File: config.mk
export PLATFORM = sky130hd
export DESIGN_NAME = grp_word_loader
export DESIGN_NICKNAME = d
export VERILOG_FILES = /design/src/rtl/grp_word_loader.sv
export SDC_FILE = /design/constraint.sdc
export NUM_CORES = 1
export LEC_CHECK = 0
export BUFFER_PORTS_ARGS = -buffer_cell sky130_fd_sc_hd__buf_2
export CORE_ASPECT_RATIO = 1.75
export CORE_UTILIZATION = 45
export DETAILED_ROUTE_END_ITERATION = 7
export PLACE_DENSITY = 0.71
export SLEW_MARGIN = 20
export SYNTH_ARGS = -nofsm -noshare
export SYNTH_HDL_FRONTEND = slang
export SYNTH_SLANG_ARGS = --single-unit
File: constraint.sdc
create_clock -name clk -period 3.3 [get_ports clk]
set_input_delay 0.66 -clock clk [delete_from_list [all_inputs] [get_ports clk]]
set_output_delay 0.66 -clock clk [all_outputs]
set_load 0.1 [all_outputs]
File: src/rtl/grp_word_loader.sv
module grp_word_loader #(
  parameter int REF_W  = 12,
  parameter int SWL_W  = 5,
  parameter int MAIN_W = 12
) (
  input  logic                      clk,
  input  logic                      rst_n,
  input  logic                      ser_clk,
  input  logic                      ser_data,
  input  logic                      ser_en,
  output logic                      test_mode,
  output logic                      cp_invert,
  output logic [1:0]                ch1_icode,
  output logic                      ch1_stby,
  output logic [1:0]                ch2_icode,
  output logic                      ch2_stby,
  output logic                      ref_stby,
  output logic [1:0]                lock_sel,
  output logic                      filt_sw,
  output logic [SWL_W-1:0]          ch1_swallow,
  output logic [MAIN_W-1:0]         ch1_main,
  output logic [MAIN_W+SWL_W:0]     ch1_ratio,
  output logic [SWL_W-1:0]          ch2_swallow,
  output logic [MAIN_W-1:0]         ch2_main,
  output logic [MAIN_W+SWL_W:0]     ch2_ratio,
  output logic [REF_W-1:0]          ref_count,
  output logic [REF_W:0]            ref_ratio,
  output logic                      seq_err
);
  localparam int CTL_W   = 12;
  localparam int GC_W    = 2;
  localparam int CTL_LEN = CTL_W + GC_W;
  localparam int REF_LEN = REF_W + GC_W;
  localparam int DIV_LEN = SWL_W + MAIN_W + GC_W;
  localparam int MAX_A   = (CTL_LEN > REF_LEN) ? CTL_LEN : REF_LEN;
  localparam int SR_W    = (DIV_LEN > MAX_A) ? DIV_LEN : MAX_A;
  localparam int CNT_W   = $clog2(SR_W + 1) + 1;
  localparam logic [CNT_W-1:0] CNT_MAX = '1;

  logic              ck_q, en_q;
  logic [SR_W-1:0]   sr;
  logic [CNT_W-1:0]  cnt;
  logic [CTL_W-1:0]  ctl_r, ctl_nx;
  logic [REF_W-1:0]  ref_nx;
  logic [SWL_W-1:0]  swl_nx;
  logic [MAIN_W-1:0] main_nx;
  logic              ref_ok, ctl_ok;
  logic              len_ok;
  logic [1:0]        gc;

  wire shift = ser_clk & ~ck_q & ~ser_en;
  wire load  = ser_en & ~en_q;
  assign gc  = {sr[0], sr[1]};

  always_comb begin
    for (int i = 0; i < CTL_W; i++)  ctl_nx[i]  = sr[CTL_LEN-1-i];
    for (int i = 0; i < REF_W; i++)  ref_nx[i]  = sr[REF_LEN-1-i];
    for (int i = 0; i < SWL_W; i++)  swl_nx[i]  = sr[DIV_LEN-1-i];
    for (int i = 0; i < MAIN_W; i++) main_nx[i] = sr[DIV_LEN-1-SWL_W-i];
    case (gc)
      2'b00:   len_ok = (cnt == CNT_W'(CTL_LEN));
      2'b11:   len_ok = (cnt == CNT_W'(REF_LEN));
      default: len_ok = (cnt == CNT_W'(DIV_LEN));
    endcase
  end

  always_ff @(posedge clk or negedge rst_n) begin
    if (!rst_n) begin
      ck_q <= 1'b0;
      en_q <= 1'b0;
      sr   <= '0;
      cnt  <= '0;
    end else begin
      ck_q <= ser_clk;
      en_q <= ser_en;
      if (load)
        cnt <= '0;
      else if (shift) begin
        sr <= {sr[SR_W-2:0], ser_data};
        if (cnt != CNT_MAX) cnt <= cnt + 1'b1;
      end
    end
  end

  always_ff @(posedge clk or negedge rst_n) begin
    if (!rst_n) begin
      ctl_r       <= '0;
      ch1_swallow <= '0;
      ch1_main    <= '0;
      ch2_swallow <= '0;
      ch2_main    <= '0;
      ref_count   <= '0;
      ref_ok      <= 1'b0;
      ctl_ok      <= 1'b0;
      seq_err     <= 1'b0;
    end else begin
      seq_err <= 1'b0;
      if (load && len_ok) begin
        case (gc)
          2'b00: begin
            ctl_r  <= ctl_nx;
            ctl_ok <= 1'b1;
          end
          2'b01: begin
            ch1_swallow <= swl_nx;
            ch1_main    <= main_nx;
            seq_err     <= ~(ref_ok & ctl_ok);
          end
          2'b10: begin
            ch2_swallow <= swl_nx;
            ch2_main    <= main_nx;
            seq_err     <= ~(ref_ok & ctl_ok);
          end
          default: begin
            ref_count <= ref_nx;
            ref_ok    <= 1'b1;
          end
        endcase
      end
    end
  end

  assign test_mode = ctl_r[0];
  assign cp_invert = ctl_r[1];
  assign ch1_icode = {ctl_r[2], ctl_r[3]};
  assign ch1_stby  = ctl_r[4];
  assign ch2_icode = {ctl_r[5], ctl_r[6]};
  assign ch2_stby  = ctl_r[7];
  assign ref_stby  = ctl_r[8];
  assign lock_sel  = {ctl_r[9], ctl_r[10]};
  assign filt_sw   = ctl_r[11];

  assign ch1_ratio = {ch1_main, ch1_swallow, 1'b0};
  assign ch2_ratio = {ch2_main, ch2_swallow, 1'b0};
  assign ref_ratio = {ref_count, 1'b0};
endmodule

## Word level (Yosys, flattened, before mapping)

Index checks and enable logic that the tools add are counted.

- Register bits after elaboration: 88
- Word-level logic and storage cells: 49
- Output and inout port bits: 108

- Equal/unequal tests: 6
- Muxes and demuxes: 6
- Bitwise operators: 10
- Reduce and logical (&&, ||, !) cells: 13
- Add/sub/neg operators: 1

Operator list:

| cell | number |
|---|---|
| $mux W6 | 3 |
| $reduce_and A2 Y1 | 6 |
| $add A6 B1 Y6 const B | 1 |
| $eq A6 B4 Y1 const B | 1 |
| $eq A6 B5 Y1 const B | 1 |
| $ne A6 B6 Y1 const B | 1 |
| $not A1 Y1 | 6 |
| $and A1 B1 Y1 | 4 |
| $eq A2 B2 Y1 const B | 2 |
| $reduce_bool A2 Y1 | 2 |
| $reduce_or A2 Y1 | 2 |
| $mux W1 | 3 |
| $reduce_or A3 Y1 | 1 |
| $eq A2 B1 Y1 const B | 1 |
| $logic_not A2 Y1 | 1 |
| $logic_and A1 B1 Y1 | 1 |

## Depth between registers and ports, before layout

- Depth after elaboration: 5
- Depth in mapped cells: 7

## Least setup slack after synthesis

Ideal clock, no wire load.

- Kind: register -> register
- Start: reg sr[0]
- End: reg ch1_main[10]
- Stages on the path, launching flop included: 7
- Setup slack: 1.175 ns
- Path buffers: 1
- Clock period less this slack: 2.125 ns
- Arrival: 1.996 ns
- Required time: 3.172 ns
- Setup time: 0.128 ns
- Cell sequence: dfrtp_1 > inv_1 > ha_1 > o41ai_4 > nand3_4 > buf_2 > mux2_1

- Longest elaborated chain between the ends: 5

RTL lines:

| what | RTL line | RTL |
|---|---|---|
| start, declared | 41 | `logic [SR_W-1:0] sr;` |
| start signal, assigned | 79 | `sr <= {sr[SR_W-2:0], ser_data};` |
| $eq A2 B2 Y1 / $logic_not A2 Y1 (equally long branches) | 60 | `case (gc)` |
| $reduce_or A2 Y1 (no line) | -- |  |
| $mux W1 | -- |  |
| $logic_and A1 B1 Y1 | 98 | `if (load && len_ok) begin` |
| $reduce_and A2 Y1 (no line) * | -- |  |
| end signal, assigned | 106 | `ch1_main <= main_nx;` |
| end, declared | 21 | `output logic [MAIN_W-1:0] ch1_main,` |

Mark *: on every way between the ends. The rest lies on a longest branch, timed or not.
A chain may end at the register's enable or synchronous reset.

## Worst setup path after layout

- Start: reg sr[0]
- End: reg ctl_r[10]

- Longest elaborated chain between the ends: 5

RTL lines:

| what | RTL line | RTL |
|---|---|---|
| $eq A2 B2 Y1 / $logic_not A2 Y1 (equally long branches) | 60, 99 |  |
| $reduce_or A2 Y1 (no line) | -- |  |
| $mux W1 | -- |  |
| $logic_and A1 B1 Y1 | 98 |  |
| $reduce_and A2 Y1 (no line) * | -- |  |
| end signal, assigned | 101 | `ctl_r <= ctl_nx;` |
| end, declared | 43 | `logic [CTL_W-1:0] ctl_r, ctl_nx;` |

Marked as above.

==> impl_metrics.csv <==
group,metric,value,unit
run_status,status,"finished, final reports clean",
routing,wl,6788,microns
clocking,post-cts-setup-buffers,0,
critical_path,crit_cells,5,
critical_path,ff2ff_path_depth,5,
routing,drtAntennaViolNets,0,
routing,vias,2149,
placed_design,dp_slack,0.8539,ns
die,dieArea,8884,sq um
power,clkPwrFrac,45.8,%
critical_path,arrival,2.63,ns
critical_path,cp-startpoint,"sr[0]",
critical_path,critical-path-top-delay-family,"compound AO/OA/AOI/OAI gates",
power,p_per_area,564.9,nW/um^2
timing,setup_viol,0,
critical_path,cp_max_fo,13,
power,total_power,2.520,mW
die,die_h,123.9,microns
critical_path,critPathCaptureType,"flop",
global_route,grt_max_degree,89,
die,die_x,71.68,microns
timing,final.period_utilization,73.17,%
timing,finalHoldViolations,0,
yosys,yosys_warnings,0,
power,power.leakage,2.601,nW
yosys,syn-cell-area,3824,sq um
routing,vias_per_cell,4.998,
timing,whs,0.3776,ns
critical_path,endpoint,"ctl_r[10]",
yosys,ys_ff_latch,88,
die,top_level_ports,113,
timing,fmax,414.1,MHz
critical_path,crit_type,"flop to flop",
global_route,overflow,0,
layout,syn_to_final_growth,16.69,%
clocking,numClockSinks,88,
yosys,synth_top_area_share,57.59,%
critical_path,rr_startpoint,"sr[0]",
global_route,first_global_vias,2086,
placed_design,dpl.cell_count,414,
power,vdd_drop_max,0.3237,mV
yosys,synthArstFlopShare,100.0,%
routing,post_drt_wl_per_cell,15.79,microns
critical_path,cpMaxStageDelayCell,"o41ai_4",
routing,route.detailed.drc,0,
yosys,avgSynthCellArea,14.43,sq um
critical_path,crit_path_start_kind,"flop",
layout,fin_area,4462,sq um
routing,drtPass1Iterations,4,
timing,period_needed,2.415,ns
clocking,htree_num_levels,3,
yosys,ys_types,31,
critical_path,worstPathRequired,3.52,ns
yosys,yosysSeqAreaShare,57.59,%
routing,first_iter_violations,102,
timing,tns,0,ns
die,start_util,46.30,%
layout,multi_input_area,1232,sq um
timing,slew_headroom,48.47,%
clocking,insertion_delay,0.33,ns
layout,fin_nets,343,
placed_design,place_congestion,0.7886,
die,row_count,44,
timing,worst_pin_slew,0.7729,ns
power,p_switching,0.5768,mW
timing,grt_setup_unrepaired,"no",
placed_design,dpl_cell_area,4113,sq um
critical_path,cp_num_buf_inv,1,
clocking,cts-buffers-inserted,9,
timing,timing.final.ws_setup,0.8854,ns
yosys,synth_area_leaders,"dfrtp_1, mux2_1, mux2_2, buf_4, ha_1",
critical_path,rrSetupSlack,0.89,ns
clocking,clockRootBuffer,"clkbuf_16",
global_route,grt_usage,16.57,%
layout,ff_latch_area,2202,sq um
layout,antenna_cells,0,
timing,clock_skew,0.005327,ns
clocking,cts.hold.buffers_added,0,
global_route,grt_antenna_before_repair,0,
layout,final_util,54.03,%
die,core,8258,sq um
clocking,cts_tree,"yes",
power,power.internal,1.944,mW
power,seq_power_share,48.8,%
clocking,clockBufferDepth,2,
placed_design,dp.final_hpwl,4495,microns
timing,slew_viol_final,0,
power,sw_frac_of_total,22.88,%
min_path,hold_class,"primary input to async pin",
job,max-cap-violations,0,
yosys,synth_top_cell_by_area,"dfrtp_1",
layout,fin_cells,430,
global_route,grt_pass1_wl,10980,microns
layout,fillerInstances,692,
yosys,synth_ff_type,"dfrtp_1",
yosys,syn_inst,265,
critical_path,critPathMaxStageDelay,0.54,ns
yosys,synth_edf_count,0,
placed_design,portBuffers,109,
power,combPwrFrac,5.4,%
critical_path,reg2reg_to,"ctl_r[10]",
layout,drive_above_1_share,50.30,%
clocking,clkTransAtPathRegs,0.06,ns
critical_path,worstPathCellList,"inv_1, ha_1, o41ai_4, nand3_2, mux2_1",
clocking,cts_resized,0,
==> area by class of cell <==
class	instances	share of cell area [%]
clock buffer	9	5.048
clock inverter	7	2.692
inverter	2	0.1683
multi-input combinational	122	27.62
sequential	88	49.35
tap	92	2.580
timing repair buffer	110	12.54
==> how the worst min path moves through the flow <==
| stage | startpoint | to | slack, ns | depth (start not counted) |
|---|---|---|---|---|
| 4_1_cts | ser_clk | ck_q | 0.43 | 1 |
| 3_3_place_gp | ref_ok | ref_ok | 0.45 | 1 |
| 3_5_place_dp | ref_ok | ref_ok | 0.45 | 1 |
| 6_report | rst_n | ch1_swallow[3] | 0.38 | 1 |
| 2_1_floorplan | rst_n | ch1_main[0] | 0.36 | 0 |
| 5_1_grt | ser_clk | ck_q | 0.44 | 1 |
==> sequential cells by signal, indices dropped and copies added (netlist names) <==
signal,count
ref_count,12
ch2_swallow,5
ref_ok,1
ch1_swallow,5
ctl_r,12
sr,19
ch1_main,12
ctl_ok,1
seq_err,1
ck_q,1
cnt,6
ch2_main,12
en_q,1
==> layout by cell type, fill, tap and decap left out, types with 2 or more instances in the layout <==
| master | count |
|---|---|
| buf_2 | 108 |
| bufinv_16 | 3 |
| clkbuf_16 | 9 |
| clkinv_4 | 2 |
| conb_1 | 3 |
| dfrtp_1 | 88 |
| ha_1 | 5 |
| inv_1 | 2 |
| mux2_1 | 38 |
| mux2_2 | 37 |
| nand2_1 | 5 |
| nand2b_1 | 2 |
| nand3_2 | 2 |
| nand3_4 | 2 |
| nor2_1 | 5 |
| o211ai_1 | 2 |
| o21ai_0 | 3 |
| xor2_1 | 4 |
==> cell families after synthesis <==
family / share of synthesized area (%)
compound gates: 2.160
xor+xnor: 0.9161
fa+ha+maj: 1.636
buf+inv: 10.54
flops: 57.59
mux: 22.35
other cells: 0.09807
simple gates: 4.712
==> power groups by stage <==
stage	clock, mW	combinational [mW]	sequential [mW]
floorplan	0	0.104	1.21
global placement	0	0.132	1.25
detailed placement	0	0.138	1.25
CTS	1.18	0.139	1.24
global route	1.22	0.154	1.25
finish	1.15	0.136	1.23
==> Yosys cell counts, types with 2 or more instances <==
master,number
nand3_4,2
o211ai_1,2
ha_1,5
mux2_1,38
dfrtp_1,88
nand3_2,2
inv_1,2
o21ai_0,3
clkbuf_1,2
nand2b_1,2
nor2_1,5
buf_2,4
xor2_1,4
mux2_2,37
nand2_1,5
buf_4,49
==> per-layer routing <==
| layer | global-route usage (%) | share of wire, % | vias to the layer above |
|---|---|---|---|
| met1 | 20.45 | 41 | 1088 |
| met3 | 3.803 | 3.4 | 6 |
| met5 | 0 | 0 | - |
| met2 | 27.42 | 54 | 53 |
| li1 | - | - | 1002 |
| met4 | 7.843 | 1.2 | 0 |
Power figures use the tool's default switching activity.
